==> src/rtl/gpio_irq_pkg.sv <==
package gpio_irq_pkg;
  localparam int ADDR_W = 8;

  localparam logic [ADDR_W-1:0] OFS_DIR  = 8'h00;
  localparam logic [ADDR_W-1:0] OFS_IN   = 8'h08;
  localparam logic [ADDR_W-1:0] OFS_OUT  = 8'h10;
  localparam logic [ADDR_W-1:0] OFS_SET  = 8'h18;
  localparam logic [ADDR_W-1:0] OFS_CLR  = 8'h20;
  localparam logic [ADDR_W-1:0] OFS_MODE = 8'h30;

  typedef enum logic [2:0] {
    SEL_NONE,
    SEL_DIR,
    SEL_IN,
    SEL_OUT,
    SEL_SET,
    SEL_CLR,
    SEL_MODE
  } reg_sel_e;

  function automatic reg_sel_e decode(input logic [ADDR_W-1:0] a);
    case (a)
      OFS_DIR:  return SEL_DIR;
      OFS_IN:   return SEL_IN;
      OFS_OUT:  return SEL_OUT;
      OFS_SET:  return SEL_SET;
      OFS_CLR:  return SEL_CLR;
      OFS_MODE: return SEL_MODE;
      default:  return SEL_NONE;
    endcase
  endfunction
endpackage

==> src/rtl/gpio_sync.sv <==
module gpio_sync #(
  parameter int W      = 32,
  parameter int STAGES = 2
) (
  input  logic         clk,
  input  logic         rst_n,
  input  logic [W-1:0] d,
  output logic [W-1:0] q
);
  logic [W-1:0] stage_q [STAGES];

  generate
    for (genvar s = 0; s < STAGES; s++) begin : g_stage
      if (s == 0) begin : g_first
        always_ff @(posedge clk or negedge rst_n) begin
          if (!rst_n) stage_q[0] <= '0;
          else        stage_q[0] <= d;
        end
      end else begin : g_next
        always_ff @(posedge clk or negedge rst_n) begin
          if (!rst_n) stage_q[s] <= '0;
          else        stage_q[s] <= stage_q[s-1];
        end
      end
    end
  endgenerate

  assign q = stage_q[STAGES-1];
endmodule

==> src/rtl/gpio_regfile.sv <==
module gpio_regfile
  import gpio_irq_pkg::*;
#(
  parameter int NPIN = 32,
  parameter int NIRQ = 16
) (
  input  logic              clk,
  input  logic              rst_n,
  input  logic              bus_valid,
  output logic              bus_ready,
  input  logic              bus_write,
  input  logic [ADDR_W-1:0] bus_addr,
  input  logic [NPIN-1:0]   bus_wdata,
  output logic              rsp_valid,
  input  logic              rsp_ready,
  output logic [NPIN-1:0]   rsp_data,
  input  logic [NPIN-1:0]   pin_sync,
  output logic [NPIN-1:0]   dir_q,
  output logic [NPIN-1:0]   odata_q,
  output logic [NIRQ-1:0]   mode_q
);
  logic            accept;
  reg_sel_e        sel;
  logic [NPIN-1:0] mode_ext;
  logic [NPIN-1:0] rd_mux;
  logic            rsp_valid_q;
  logic [NPIN-1:0] rsp_data_q;

  assign bus_ready = ~rsp_valid_q;
  assign accept    = bus_valid & bus_ready;
  assign sel       = decode(bus_addr);

  always_comb begin
    mode_ext             = '0;
    mode_ext[NIRQ-1:0]   = mode_q;
  end

  always_comb begin
    case (sel)
      SEL_DIR:  rd_mux = dir_q;
      SEL_IN:   rd_mux = pin_sync;
      SEL_OUT:  rd_mux = odata_q;
      SEL_MODE: rd_mux = mode_ext;
      default:  rd_mux = '0;
    endcase
  end

  always_ff @(posedge clk or negedge rst_n) begin
    if (!rst_n) begin
      dir_q   <= '0;
      odata_q <= '0;
      mode_q  <= '0;
    end else if (accept && bus_write) begin
      case (sel)
        SEL_DIR:  dir_q   <= bus_wdata;
        SEL_OUT:  odata_q <= bus_wdata;
        SEL_SET:  odata_q <= odata_q | bus_wdata;
        SEL_CLR:  odata_q <= odata_q & ~bus_wdata;
        SEL_MODE: mode_q  <= bus_wdata[NIRQ-1:0];
        default:  ;
      endcase
    end
  end

  always_ff @(posedge clk or negedge rst_n) begin
    if (!rst_n) begin
      rsp_valid_q <= 1'b0;
      rsp_data_q  <= '0;
    end else if (accept) begin
      rsp_valid_q <= 1'b1;
      rsp_data_q  <= bus_write ? '0 : rd_mux;
    end else if (rsp_ready) begin
      rsp_valid_q <= 1'b0;
    end
  end

  assign rsp_valid = rsp_valid_q;
  assign rsp_data  = rsp_data_q;
endmodule

==> src/rtl/gpio_irq_gen.sv <==
module gpio_irq_gen #(
  parameter int NIRQ = 16
) (
  input  logic            clk,
  input  logic            rst_n,
  input  logic [NIRQ-1:0] pin_sync,
  input  logic [NIRQ-1:0] invert,
  input  logic [NIRQ-1:0] both_edge,
  output logic [NIRQ-1:0] irq
);
  logic [NIRQ-1:0] prev_q;

  always_ff @(posedge clk or negedge rst_n) begin
    if (!rst_n) prev_q <= '0;
    else        prev_q <= pin_sync;
  end

  generate
    for (genvar i = 0; i < NIRQ; i++) begin : g_line
      logic level_s;
      logic change_s;
      assign level_s  = pin_sync[i] ^ invert[i];
      assign change_s = pin_sync[i] ^ prev_q[i];
      assign irq[i]   = both_edge[i] ? change_s : level_s;
    end
  endgenerate
endmodule

==> src/rtl/gpio_irq_ctrl.sv <==
module gpio_irq_ctrl
  import gpio_irq_pkg::*;
#(
  parameter int NPIN        = 32,
  parameter int NIRQ        = 16,
  parameter int SYNC_STAGES = 2
) (
  input  logic              clk,
  input  logic              rst_n,
  input  logic              bus_valid,
  output logic              bus_ready,
  input  logic              bus_write,
  input  logic [ADDR_W-1:0] bus_addr,
  input  logic [NPIN-1:0]   bus_wdata,
  output logic              rsp_valid,
  input  logic              rsp_ready,
  output logic [NPIN-1:0]   rsp_data,
  input  logic [NPIN-1:0]   pin_in,
  output logic [NPIN-1:0]   pin_out,
  output logic [NPIN-1:0]   pin_oe,
  output logic [NIRQ-1:0]   irq_out
);
  logic [NPIN-1:0] pin_sync;
  logic [NPIN-1:0] dir_q;
  logic [NPIN-1:0] odata_q;
  logic [NIRQ-1:0] mode_q;

  gpio_sync #(.W(NPIN), .STAGES(SYNC_STAGES)) u_sync (
    .clk (clk),
    .rst_n (rst_n),
    .d (pin_in),
    .q (pin_sync)
  );

  gpio_regfile #(.NPIN(NPIN), .NIRQ(NIRQ)) u_regs (
    .clk       (clk),
    .rst_n     (rst_n),
    .bus_valid (bus_valid),
    .bus_ready (bus_ready),
    .bus_write (bus_write),
    .bus_addr  (bus_addr),
    .bus_wdata (bus_wdata),
    .rsp_valid (rsp_valid),
    .rsp_ready (rsp_ready),
    .rsp_data  (rsp_data),
    .pin_sync  (pin_sync),
    .dir_q     (dir_q),
    .odata_q   (odata_q),
    .mode_q    (mode_q)
  );

  gpio_irq_gen #(.NIRQ(NIRQ)) u_irq (
    .clk       (clk),
    .rst_n     (rst_n),
    .pin_sync  (pin_sync[NIRQ-1:0]),
    .invert    (odata_q[NIRQ-1:0]),
    .both_edge (mode_q),
    .irq       (irq_out)
  );

  assign pin_oe  = dir_q;
  assign pin_out = odata_q;
endmodule

==> config.mk <==
export PLATFORM = sky130hd
export DESIGN_NAME = gpio_irq_ctrl
export DESIGN_NICKNAME = d
export VERILOG_FILES = /design/src/rtl/gpio_irq_pkg.sv /design/src/rtl/gpio_sync.sv /design/src/rtl/gpio_regfile.sv /design/src/rtl/gpio_irq_gen.sv /design/src/rtl/gpio_irq_ctrl.sv
export SDC_FILE = /design/constraint.sdc
export NUM_CORES = 1
export LEC_CHECK = 0
export CAP_MARGIN = 20
export CORE_MARGIN = 8
export CORE_UTILIZATION = 50
export CTS_CLUSTER_SIZE = 40
export DETAILED_ROUTE_END_ITERATION = 8
export HOLD_SLACK_MARGIN = 0.02
export PLACE_DENSITY_LB_ADDON = 0.15
export SLEW_MARGIN = 20
export SYNTH_ARGS = -nofsm -noshare
export SYNTH_HDL_FRONTEND = slang
export SYNTH_SLANG_ARGS = --single-unit
export TNS_END_PERCENT = 10
==> constraint.sdc <==
create_clock -name clk -period 3.35 [get_ports clk]
set_input_delay 0.5025 -clock clk [delete_from_list [all_inputs] [get_ports clk]]
set_output_delay 0.5025 -clock clk [all_outputs]
set_load 0.005 [all_outputs]
# Word level (Yosys, flattened, before mapping)
# Cells that the tools add are included.
# word_totals
reg_bits	193
latch_bits	0
ram_bits	0
rom_bits	0
in_bits	77
out_inout_bits	114
word_cells	85
mem_count	0
# op_classes
addsub	0
multipliers	0
div_mod_pow	0
n_lt_le_gt_ge	0
eq_ne	11
n_shift	0
muxes	22
bitwise	37
n_reduce_logical	7
# op_table
cell	count
32-bit case mux with 4 select lines	1
32-bit case mux with 3 select lines	1
32-bit AND	1
32-bit 2-to-1 mux	1
32-bit inverter	1
32-bit OR	1
1-bit XOR	32
1-bit 2-to-1 mux	18
3-bit case mux with 6 select lines	1
8-bit by 5-bit equality test with 1-bit output, second input constant	2
8-bit by 6-bit equality test with 1-bit output, second input constant	2
3-bit equality test, second input constant	3
8-bit by 4-bit equality test with 1-bit output, second input constant	1
8-bit logical NOT	1
3-bit by 2-bit equality test with 1-bit output, second input constant	2
2-bit AND reduction	3
3-bit by 1-bit equality test with 1-bit output, second input constant	1
3-bit nonzero test	1
2-bit nonzero test	1
1-bit AND	1
1-bit logical AND	1
1-bit inverter	1

# Longest topological paths before layout
# depth
word_depth	5
depth_mapped	7
mapped_depth_nobuf	4

# By module
# Synthesis repeated with hierarchy kept, for this count alone.
# hier_totals
cells_unflattened	576
area_unflattened_um2	7749.9
# modules_own_cells
module	n_inst	cells_each	area_per_inst_um2	seq_area_each_um2
gpio_regfile	1	432	5207.5	2827.7
gpio_sync	1	96	1841.8	1601.5
gpio_irq_gen	1	48	700.7	400.4

# Least setup slack after synthesis
# Ideal clock, no wire load.
# synth_timing
kind	in2reg
start	input bus_addr[1]
end	register u_regs.dir_q[10]
setup_time_ns	0.125
arrival_ns	2.430
slack_ns	0.795
cell_stages	7
cell_sequence	or4b_4 > or2_1 > buf_6 > or4_4 > buf_6 > buf_12 > mux2_4
# synth_via
elab_chain_len	4
elab_cells_between_ends	9
# synth_rtl
item	line_no	text
start, declared	gpio_irq_ctrl.sv:13	input logic [ADDR_W-1:0] bus_addr,
8-bit by 6-bit equality test with 1-bit output (tied with other cells)	gpio_irq_pkg.sv:22	case (a)
3-bit case mux with 6 select lines (*)	gpio_irq_pkg.sv:22	
3-bit by 1-bit equality test with 1-bit output (*)	gpio_regfile.sv:54	case (sel)
2-bit AND reduction (no source line) (*)	n/a	
end signal, assigned	gpio_regfile.sv:55	SEL_DIR: dir_q <= bus_wdata;
end, declared	gpio_regfile.sv:18	output logic [NPIN-1:0] dir_q,
# Every way passes the cells marked *; elsewhere a longest branch is shown, timed or not.
# A chain may end at the register's enable or synchronous reset.

# Worst setup path in the final report
# layout_timing
start	input bus_valid
end	register u_regs.dir_q[11]
# layout_via
elab_chain_len	3
# layout_rtl
item	line_no	text
start, declared	gpio_irq_ctrl.sv:10	input logic bus_valid,
1-bit AND	gpio_regfile.sv:30	assign accept = bus_valid & bus_ready;
1-bit logical AND	gpio_regfile.sv:53	end else if (accept && bus_write) begin
2-bit AND reduction (no source line)	n/a	
# No other way between the ends.

==> results.cfg <==
[outcome]
status = finished, final reports clean

[timing]
timing.fmax_ghz = 0.3617
fin_skew_ps = 8.662
slew_viol_final = 0
grt_setup_unrepaired = no
finalCritPeriodShare_pct = 82.54
hold_viol = 0
worst_pin_slew_ps = 851.7
fin_hold_ws_ps = 68.36
fin_crit_ps = 2765
maxSlewHeadroom_pct = 43.22
setup_viol = 0
setup_tns_ps = 0

[routing]
drtPass1Iterations = 5
drtIter0Drc = 408
drc = 0
avgRoutedWirePerCell_um = 20.91
via_per_inst = 5.551
vias = 5706
antenna_left = 0
wl_mm = 21.49

[clock_tree]
cts_root_buffer = clkbuf_16
cts_hold_buffers = 0
insertion_delay_ps = 430
cts_tree = done
clock_sinks = 193
clk_pin_slew_ps = 60
htree_levels = 4
cts_resized = 0
cts_buffers = 17
cts_max_path_buffers = 2
postCtsSetupRepairBufs = 0

[floorplan]
start_util_pct = 50.28
core-area_um2 = 15660
rows = 46
die_x_um = 141.5
die_h_um = 141.5
ios = 191
die_area_um2 = 20010

[final_layout]
layout-drive-gt1-share_pct = 13.30
n_antenna_cell = 0
multiInputGateArea_um2 = 2734
register_area_um2 = 4830
nFillCells = 1159
final_area_um2 = 10640
final_nets = 877
area_delta_synth_final_pct = 35.21

[global_route]
grt_usage_pct = 21.99
grt_max_degree = 82
grt_overflow_total = 0
grt_pass1_vias = 6176
grt_pass1_wl_mm = 34.11
antenna_found_initial = 0

[logic_synthesis]
async_reset_ff_share_pct = 100.0
postSynthNetCount = 684
synthTopCellsByArea = dfrtp_1 61%, mux2i_1 6.1%, mux2_4 5.7%, o21ai_0 4.1%, a22o_1 3.6%
yosysTopAreaCellShare_pct = 61.36
yosysMostFrequentCell = dfrtp_1
synth_area_um2 = 7871
syn-mean-instance-area_um2 = 12.97
ys_warn_count = 0
postSynthCellCount = 607
synthTopCellsByCount = 193 x dfrtp_1, 65 x o21ai_0, 56 x nand2_1, 48 x mux2i_1, 33 x inv_1
synth-seq-cells = 193
yosysSeqAreaShare_pct = 61.36
synthDistinctLibCells = 31
synth_edf_count = 0
synthFlopType = dfrtp_1
yosysTopAreaCell = dfrtp_1

[placement]
dpl-instance-area_um2 = 10020
io_buffers = 190
place.gp.congestion = 0.7688
dp_hpwl_mm = 14.96

[worst_hold_path]
min_path_type = input port to asynchronous set/reset pin

[power_and_ir_drop]
finalPower_w = 0.005032
p_per_area_nw_per_um2 = 472.9
p_leak_nw = 4.709
peakVddDrop_mv = 0.3645

[critical_path]
path_cells = clkdlybuf4s50_1 -> or4b_4 -> or2_1 -> or4_4 -> mux2_4
cp_max_fo = 32
critPathKind = input port to register
worst_ep_required_time_ps = 3660
cp_data_arrival_time_ps = 3080
start_kind = input port
critPathMaxStageDelay_ps = 830
slowest_stage = or4_4
critPathCaptureType = register

[flow_run]
cap_violations = 0
## registers in the layout (all words and copies together), names as in the netlist
name and flops:
u_regs.mode_q 16, u_sync.q 32, u_irq.prev_q 16, u_regs.rsp_data 32
u_regs.rsp_valid 1, u_regs.dir_q 32, u_sync.stage_q 32, u_regs.odata_q 32
## per-stage QoR
stage,std cells,utilization (%),worst slack (ps)
floorplan,607,-,795.3
global placement,997,64.03,206.6
detailed placement,997,64.03,147.2
CTS,1028,67.98,596.7
global route,1028,67.98,546.9
finish,1028,67.98,585.1
## area by class of cell
cell class	instances	area share (%)
Sequential cell	193	45.38
Multi-Input combinational cell	344	25.69
Timing Repair Buffer	211	19.41
Clock buffer	21	4.326
Tap cell	216	2.539
Clock inverter	10	1.493
Inverter	33	1.164
## where the power goes
group	switching (W)	internal, W
sequential	0.0000568	0.00241
combinational	0.000204	0.000232
clock	0.000849	0.00128
total	0.00111	0.00392
## logic make-up (layout without fill, tap and decap cells)
group	count (synthesis)	count (layout)	share of synthesized area, %
multiplexers	96	96	14.40
AO/OA/AOI/OAI	148	148	13.21
AND/OR/NAND/NOR	84	84	5.071
XOR/XNOR	16	16	1.780
flip-flops	193	193	61.36
buffers and inverters	70	275	4.181
## worst max-delay path: cells and delay by family
| kind | cells | cell delay (ps) |
|---|---|---|
| mux | 1 | 400 |
| buf+inv | 1 | 530 |
| simple gates | 3 | 1640 |
## layout by cell type, fill, tap and decap left out, types with 4 or more instances in the layout
cell	netlist	layout
nand3_1	10	10
mux2i_1	48	48
bufinv_16	0	4
inv_1	33	33
clkbuf_16	0	17
nand2_1	56	56
xnor2_1	16	16
dfrtp_1	193	193
clkdlybuf4s50_1	0	187
o21ai_0	65	65
mux2_4	30	30
a22o_1	32	32
a21o_1	16	16
mux2_2	18	18
nand2b_1	4	4
o311ai_0	32	32
buf_4	0	20
## routing by layer
metal,wire [um],part of all wire (%),global-route usage [%],vias to the layer above
met5,0,0,0,-
met4,436,2.0,8.140,0
met3,1203,5.6,5.343,33
met2,10630,49,36.14,186
met1,9218,43,27.81,2935
li1,-,-,-,2552
## path summary, 6_finish.rpt
| kind | start | endpoint | slack [ps] | depth (start not counted) |
|---|---|---|---|---|
| worst min-delay path | rst_n | u_sync.q[5] | 70 | 1 |
| min in group clk | u_sync.stage_q[49] | u_sync.q[17] | 350 | 0 |
| worst max register to register | u_regs.rsp_valid | u_regs.dir_q[11] | 710 | 4 |
| max in group asynchronous | rst_n | u_irq.prev_q[4] | 2350 | 2 |
| worst min register to register | u_sync.stage_q[49] | u_sync.q[17] | 350 | 0 |
| worst max-delay path | bus_valid | u_regs.dir_q[11] | 590 | 5 |
Power figures use the tool's default switching activity.
